===== config.mk =====
export PLATFORM = sky130hd
export DESIGN_NAME = pirq_router
export DESIGN_NICKNAME = d
export VERILOG_FILES = /design/src/rtl/pirq_pkg.sv /design/src/rtl/pirq_cfg_regs.sv /design/src/rtl/pirq_line_merge.sv /design/src/rtl/pirq_err_track.sv /design/src/rtl/pirq_router.sv
export SDC_FILE = /design/constraint.sdc
export NUM_CORES = 1
export LEC_CHECK = 0
export BUFFER_PORTS_ARGS = -buffer_cell sky130_fd_sc_hd__buf_2
export CAP_MARGIN = 20
export CORE_ASPECT_RATIO = 0.7
export CORE_UTILIZATION = 45
export DETAILED_ROUTE_END_ITERATION = 8
export PLACE_DENSITY = 0.8
export RECOVER_POWER = 25
export SLEW_MARGIN = 20
export SYNTH_ARGS = -nofsm -noshare
export SYNTH_HDL_FRONTEND = slang
export SYNTH_SLANG_ARGS = --single-unit

===== constraint.sdc =====
create_clock -name clk -period 2.25 [get_ports clk]
set_input_delay 0.1125 -clock clk [delete_from_list [all_inputs] [get_ports clk]]
set_output_delay 0.1125 -clock clk [all_outputs]
set_load 0.03 [all_outputs]

===== src/rtl/pirq_pkg.sv =====
package pirq_pkg;
    localparam int PIN_NUM  = 4;
    localparam int LINE_NUM = 16;
    localparam int TGT_W    = 4;
    localparam int ADDR_W   = 8;
    localparam int DATA_W   = 8;
    localparam int TGT_BUS_W = PIN_NUM * TGT_W;

    localparam logic [ADDR_W-1:0] ROUTE0_OFF = 8'h55;
    localparam logic [ADDR_W-1:0] ROUTE1_OFF = 8'h56;
    localparam logic [ADDR_W-1:0] ROUTE2_OFF = 8'h57;

    typedef enum logic [1:0] {
        SEL_ROUTE0,
        SEL_ROUTE1,
        SEL_ROUTE2,
        SEL_NONE
    } reg_sel_e;

    function automatic logic code_reserved(input logic [TGT_W-1:0] code);
        return (code == TGT_W'(2)) || (code == TGT_W'(8)) || (code == TGT_W'(13));
    endfunction
endpackage


===== src/rtl/pirq_cfg_regs.sv =====
module pirq_cfg_regs
    import pirq_pkg::*;
(
    input  logic                 clk,
    input  logic                 rst_n,
    input  logic [ADDR_W-1:0]    addr,
    input  logic [DATA_W-1:0]    wdata,
    input  logic                 we,
    input  logic                 re,
    output logic [DATA_W-1:0]    rdata,
    output logic [TGT_BUS_W-1:0] tgt_bus
);
    localparam int HI = DATA_W - 1;
    localparam int LO_TOP = TGT_W - 1;

    logic [DATA_W-1:0] route0_q, route1_q, route2_q;
    reg_sel_e          sel;

    always_comb begin
        unique case (addr)
            ROUTE0_OFF: sel = SEL_ROUTE0;
            ROUTE1_OFF: sel = SEL_ROUTE1;
            ROUTE2_OFF: sel = SEL_ROUTE2;
            default:    sel = SEL_NONE;
        endcase
    end

    always_ff @(posedge clk) begin
        if (!rst_n) begin
            route0_q <= '0;
            route1_q <= '0;
            route2_q <= '0;
        end else if (we) begin
            unique case (sel)
                SEL_ROUTE0: route0_q <= wdata;
                SEL_ROUTE1: route1_q <= wdata;
                SEL_ROUTE2: route2_q <= wdata;
                SEL_NONE:   ;
            endcase
        end
    end

    always_ff @(posedge clk) begin
        if (!rst_n) begin
            rdata <= '0;
        end else if (re) begin
            unique case (sel)
                SEL_ROUTE0: rdata <= route0_q;
                SEL_ROUTE1: rdata <= route1_q;
                SEL_ROUTE2: rdata <= route2_q;
                SEL_NONE:   rdata <= '0;
            endcase
        end
    end

    // Field placement is fixed: downstream decode depends on it.
    assign tgt_bus = { route2_q[HI -: TGT_W],     // pin D
                       route1_q[HI -: TGT_W],     // pin C
                       route1_q[LO_TOP:0],        // pin B
                       route0_q[HI -: TGT_W] };   // pin A
endmodule


===== src/rtl/pirq_line_merge.sv =====
module pirq_line_merge
    import pirq_pkg::*;
#(
    parameter int N_PINS  = PIN_NUM,
    parameter int N_LINES = LINE_NUM,
    parameter int CODE_W  = TGT_W
) (
    input  logic [N_PINS*CODE_W-1:0] tgt_bus,
    input  logic [N_PINS-1:0]        pin_lvl,
    output logic [N_LINES-1:0]       lines
);
    assign lines[0] = 1'b0;

    for (genvar gl = 1; gl < N_LINES; gl++) begin : g_line
        logic hit;
        always_comb begin
            hit = 1'b0;
            for (int p = 0; p < N_PINS; p++) begin
                if (tgt_bus[p*CODE_W +: CODE_W] == CODE_W'(gl)) begin
                    hit = hit | pin_lvl[p];
                end
            end
        end
        assign lines[gl] = hit;
    end
endmodule


===== src/rtl/pirq_err_track.sv =====
module pirq_err_track
    import pirq_pkg::*;
#(
    parameter int N_PINS = PIN_NUM,
    parameter int CODE_W = TGT_W
) (
    input  logic                     clk,
    input  logic                     rst_n,
    input  logic [N_PINS*CODE_W-1:0] tgt_bus,
    input  logic                     clr,
    output logic                     err
);
    logic [N_PINS-1:0] res_hit;

    for (genvar gp = 0; gp < N_PINS; gp++) begin : g_pin
        assign res_hit[gp] = code_reserved(TGT_W'(tgt_bus[gp*CODE_W +: CODE_W]));
    end

    always_ff @(posedge clk) begin
        if (!rst_n) begin
            err <= 1'b0;
        end else begin
            err <= (err & ~clr) | (|res_hit);
        end
    end
endmodule


===== src/rtl/pirq_router.sv =====
module pirq_router
    import pirq_pkg::*;
(
    input  logic                clk,
    input  logic                rst_n,
    input  logic [PIN_NUM-1:0]  pin_lvl,
    input  logic [ADDR_W-1:0]   reg_addr,
    input  logic [DATA_W-1:0]   reg_wdata,
    input  logic                reg_we,
    input  logic                reg_re,
    output logic [DATA_W-1:0]   reg_rdata,
    input  logic                err_clr,
    output logic [LINE_NUM-1:0] isa_irq,
    output logic                route_err
);
    logic [TGT_BUS_W-1:0] tgt_bus;

    pirq_cfg_regs u_regs (
        .clk     (clk),
        .rst_n   (rst_n),
        .addr    (reg_addr),
        .wdata   (reg_wdata),
        .we      (reg_we),
        .re      (reg_re),
        .rdata   (reg_rdata),
        .tgt_bus (tgt_bus)
    );

    pirq_line_merge #(
        .N_PINS  (PIN_NUM),
        .N_LINES (LINE_NUM),
        .CODE_W  (TGT_W)
    ) u_merge (
        .tgt_bus (tgt_bus),
        .pin_lvl (pin_lvl),
        .lines   (isa_irq)
    );

    pirq_err_track #(
        .N_PINS (PIN_NUM),
        .CODE_W (TGT_W)
    ) u_err (
        .clk     (clk),
        .rst_n   (rst_n),
        .tgt_bus (tgt_bus),
        .clr     (err_clr),
        .err     (route_err)
    );
endmodule


==> results_dict.tcl <==
set metrics [dict create \
    tritoncts "yes" \
    timing.fmax_ghz 0.537 \
    first_iter_violations 237 \
    port_buffers 48 \
    clk_latency_ps 290 \
    grt.overflow.total 0 \
    syn_to_final_growth_pct 8.48 \
    synth-seq-cells 33 \
    cts_buffer_depth 2 \
    finalSetupTns_ps 0 \
    relSlewSlack_pct 61.6 \
    hold_path_class "primary input to register" \
    antenna_found_initial 0 \
    die_w_um 86.4 \
    endpoint_kind "output port" \
    hold_viol_final 0 \
    ant_nets 0 \
    drv_slew 0 \
    fin_crit_ps 1860 \
    seq_area_frac_synth_pct 29.4 \
    cts-htree-levels 2 \
    coreArea_sq_um 4780 \
    cts-root-buf "clkbuf_8" \
    top_layer "met4" \
    fin_skew_ps 5.50 \
    final_cells 347 \
    drc 0 \
    max-cap-violations 0 \
    worstSetupStartpointType "register" \
    grt.total_usage_pct 21.1 \
    p_leak_nw 1.04 \
    start_util_pct 46.9 \
    ys_types 43 \
    row_count 21 \
    die_h_um 61.1 \
    path_max_fanout 8 \
    wl_um 5620 \
    synth_warnings 0 \
    cp.arrival_ps 1750 \
    ios 50 \
    post-route-util_pct 50.9 \
    antennaDiodeCount 0 \
    worst_pin_slew_ps 575 \
    synth-edff-count 0 \
    async_flop_share_pct 0 \
    p_per_area_nw_per_um2 452 \
    rsz0062_at_grt "no" \
    post-route-period-util_pct 82.8 \
    drive_gt1_share_pct 22.3 \
    cts.sinks 33 \
    power_mw 1.10 \
    dpl.cell_count 339 \
    firstDrtPassIters 5 \
    grt_pass1_vias 1651 \
    syn_inst 251 \
    setup_viol 0 \
    numCtsBuffers 5 \
    ctsResizeCount 0 \
    ir_worst_vdd_v 0.000247 \
    place_hpwl_um 4110 \
    cp_data_required_time_ps 2140 \
    syn_area_sq_um 2240 \
    synthFlopType "dfxtp_1" \
    dr_wl_met2_um 2310 \
    avgViaCountPerCell 5.85 \
    wire_per_inst_um 16.2 \
    grt_pass1_wl_um 8370 \
    place.gp.congestion 0.942 \
    critical_path_class "register to output port" \
    wl_met3_um 569 \
    grt_start_max_net_pins 34 \
    clk_pin_slew_ps 70 \
    wl_met1_um 2620 \
    synth.net_count 276 \
    hold_buffers 0 \
    cts_setup_buffers 0 \
    synth_area_per_cell_sq_um 8.94 \
    die_area_sq_um 5280 \
    final_nets 302 \
    status "completed" \
    via_count 2030 \
]
[state kept, by name, indices dropped and copies added (netlist names)]
name	count
u_regs.route2_q	8
u_regs.rdata	8
u_regs.route0_q	8
u_err.err	1
u_regs.route1_q	8
[cells by family (layout without fill, tap and decap cells)]
group / count (synthesis) / after routing / synth area share [%]
buffers and inverters: 43 / 70 / 11.0
xor gates and xnor gates: 4 / 4 / 1.56
DFF: 33 / 33 / 29.4
AOI/OAI and AO/OA: 50 / 50 / 16.9
and+or+nand+nor: 88 / 88 / 26.2
muxes: 32 / 32 / 14.7
other: 1 / 1 / 0.167
[critical path, cell delays in order, from the launching register on]
cell and delay [ps]:
dfxtp_1 500, nand3_1 220, or3_1 340, o311ai_0 120, buf_2 270
[area by class of cell]
class / count / area, sq um
clock inverters: 2 / 10.0
inverters: 13 / 48.8
clock buffers: 6 / 72.6
flip-flops and latches: 33 / 661
fillers: 469 / 2350
multi-input cells: 175 / 1320
repair buffers: 49 / 236
well taps: 69 / 86.3
[Yosys cell counts, types with 5 or more instances]
master / number / area share, %
a22oi_1: 13 / 4.4
and2_1: 8 / 2.2
buf_4: 19 / 6.4
dfxtp_1: 33 / 29
inv_1: 13 / 2.2
mux2_2: 8 / 4.0
mux2i_1: 24 / 11
nand2_1: 5 / 0.84
nand3_1: 7 / 1.6
nand3b_1: 5 / 1.7
nor2_1: 8 / 1.3
nor2b_1: 30 / 8.4
o221ai_1: 5 / 2.0
o22ai_1: 13 / 3.6
[worst paths after layout]
kind	startpoint	endpoint	slack (ps)	cells past startpoint
hold reg to reg	u_regs.route2_q[1]	u_regs.route2_q[1]	530	2
setup reg to reg	u_regs.route1_q[2]	u_err.err	790	4
setup / recovery	u_regs.route2_q[5]	isa_irq[3]	390	4
hold / removal	reg_wdata[7]	u_regs.route1_q[7]	120	3
[cells in the final DEF, fill, tap and decap left out, types with 8 or more instances in the layout]
cell      netlist  final
buf_2           4     39
dfxtp_1        33     33
nor2b_1        30     30
mux2i_1        24     24
inv_1          13     13
o22ai_1        13     13
a22oi_1        13     13
clkbuf_1        4     10
nand3_1         7      8
nor2_1          8      8
mux2_2          8      8
and2_1          8      8
[power breakdown]
part | switching (mW) | total [mW] | leakage, nW | internal [mW]
registers | 0.000977 | 0.586 | 0.266 | 0.585
clock network | 0.220 | 0.435 | 0.0450 | 0.214
logic | 0.0468 | 0.0797 | 0.731 | 0.0329
total | 0.268 | 1.10 | 1.04 | 0.832
[per-layer routing]
| layer | vias up | global-route usage, % |
|---|---|---|
| met1 | 929 | 31.4 |
| met4 | 0 | 8.10 |
| met2 | 126 | 28.3 |
| li1 | 955 | - |
| met3 | 20 | 6.03 |
| met5 | - | 0 |
[stage by stage]
stage / setup slack (ps) / area, sq um / hold slack, ps
2_1_floorplan: 851 / 2240 / 241
3_3_place_gp: 724 / 2380 / 402
3_5_place_dp: 706 / 2380 / 413
4_1_cts: 383 / 2460 / 112
5_1_grt: 263 / 2430 / 136
6_report: 388 / 2430 / 115
Note: power is estimated with default switching activity, not from simulation.
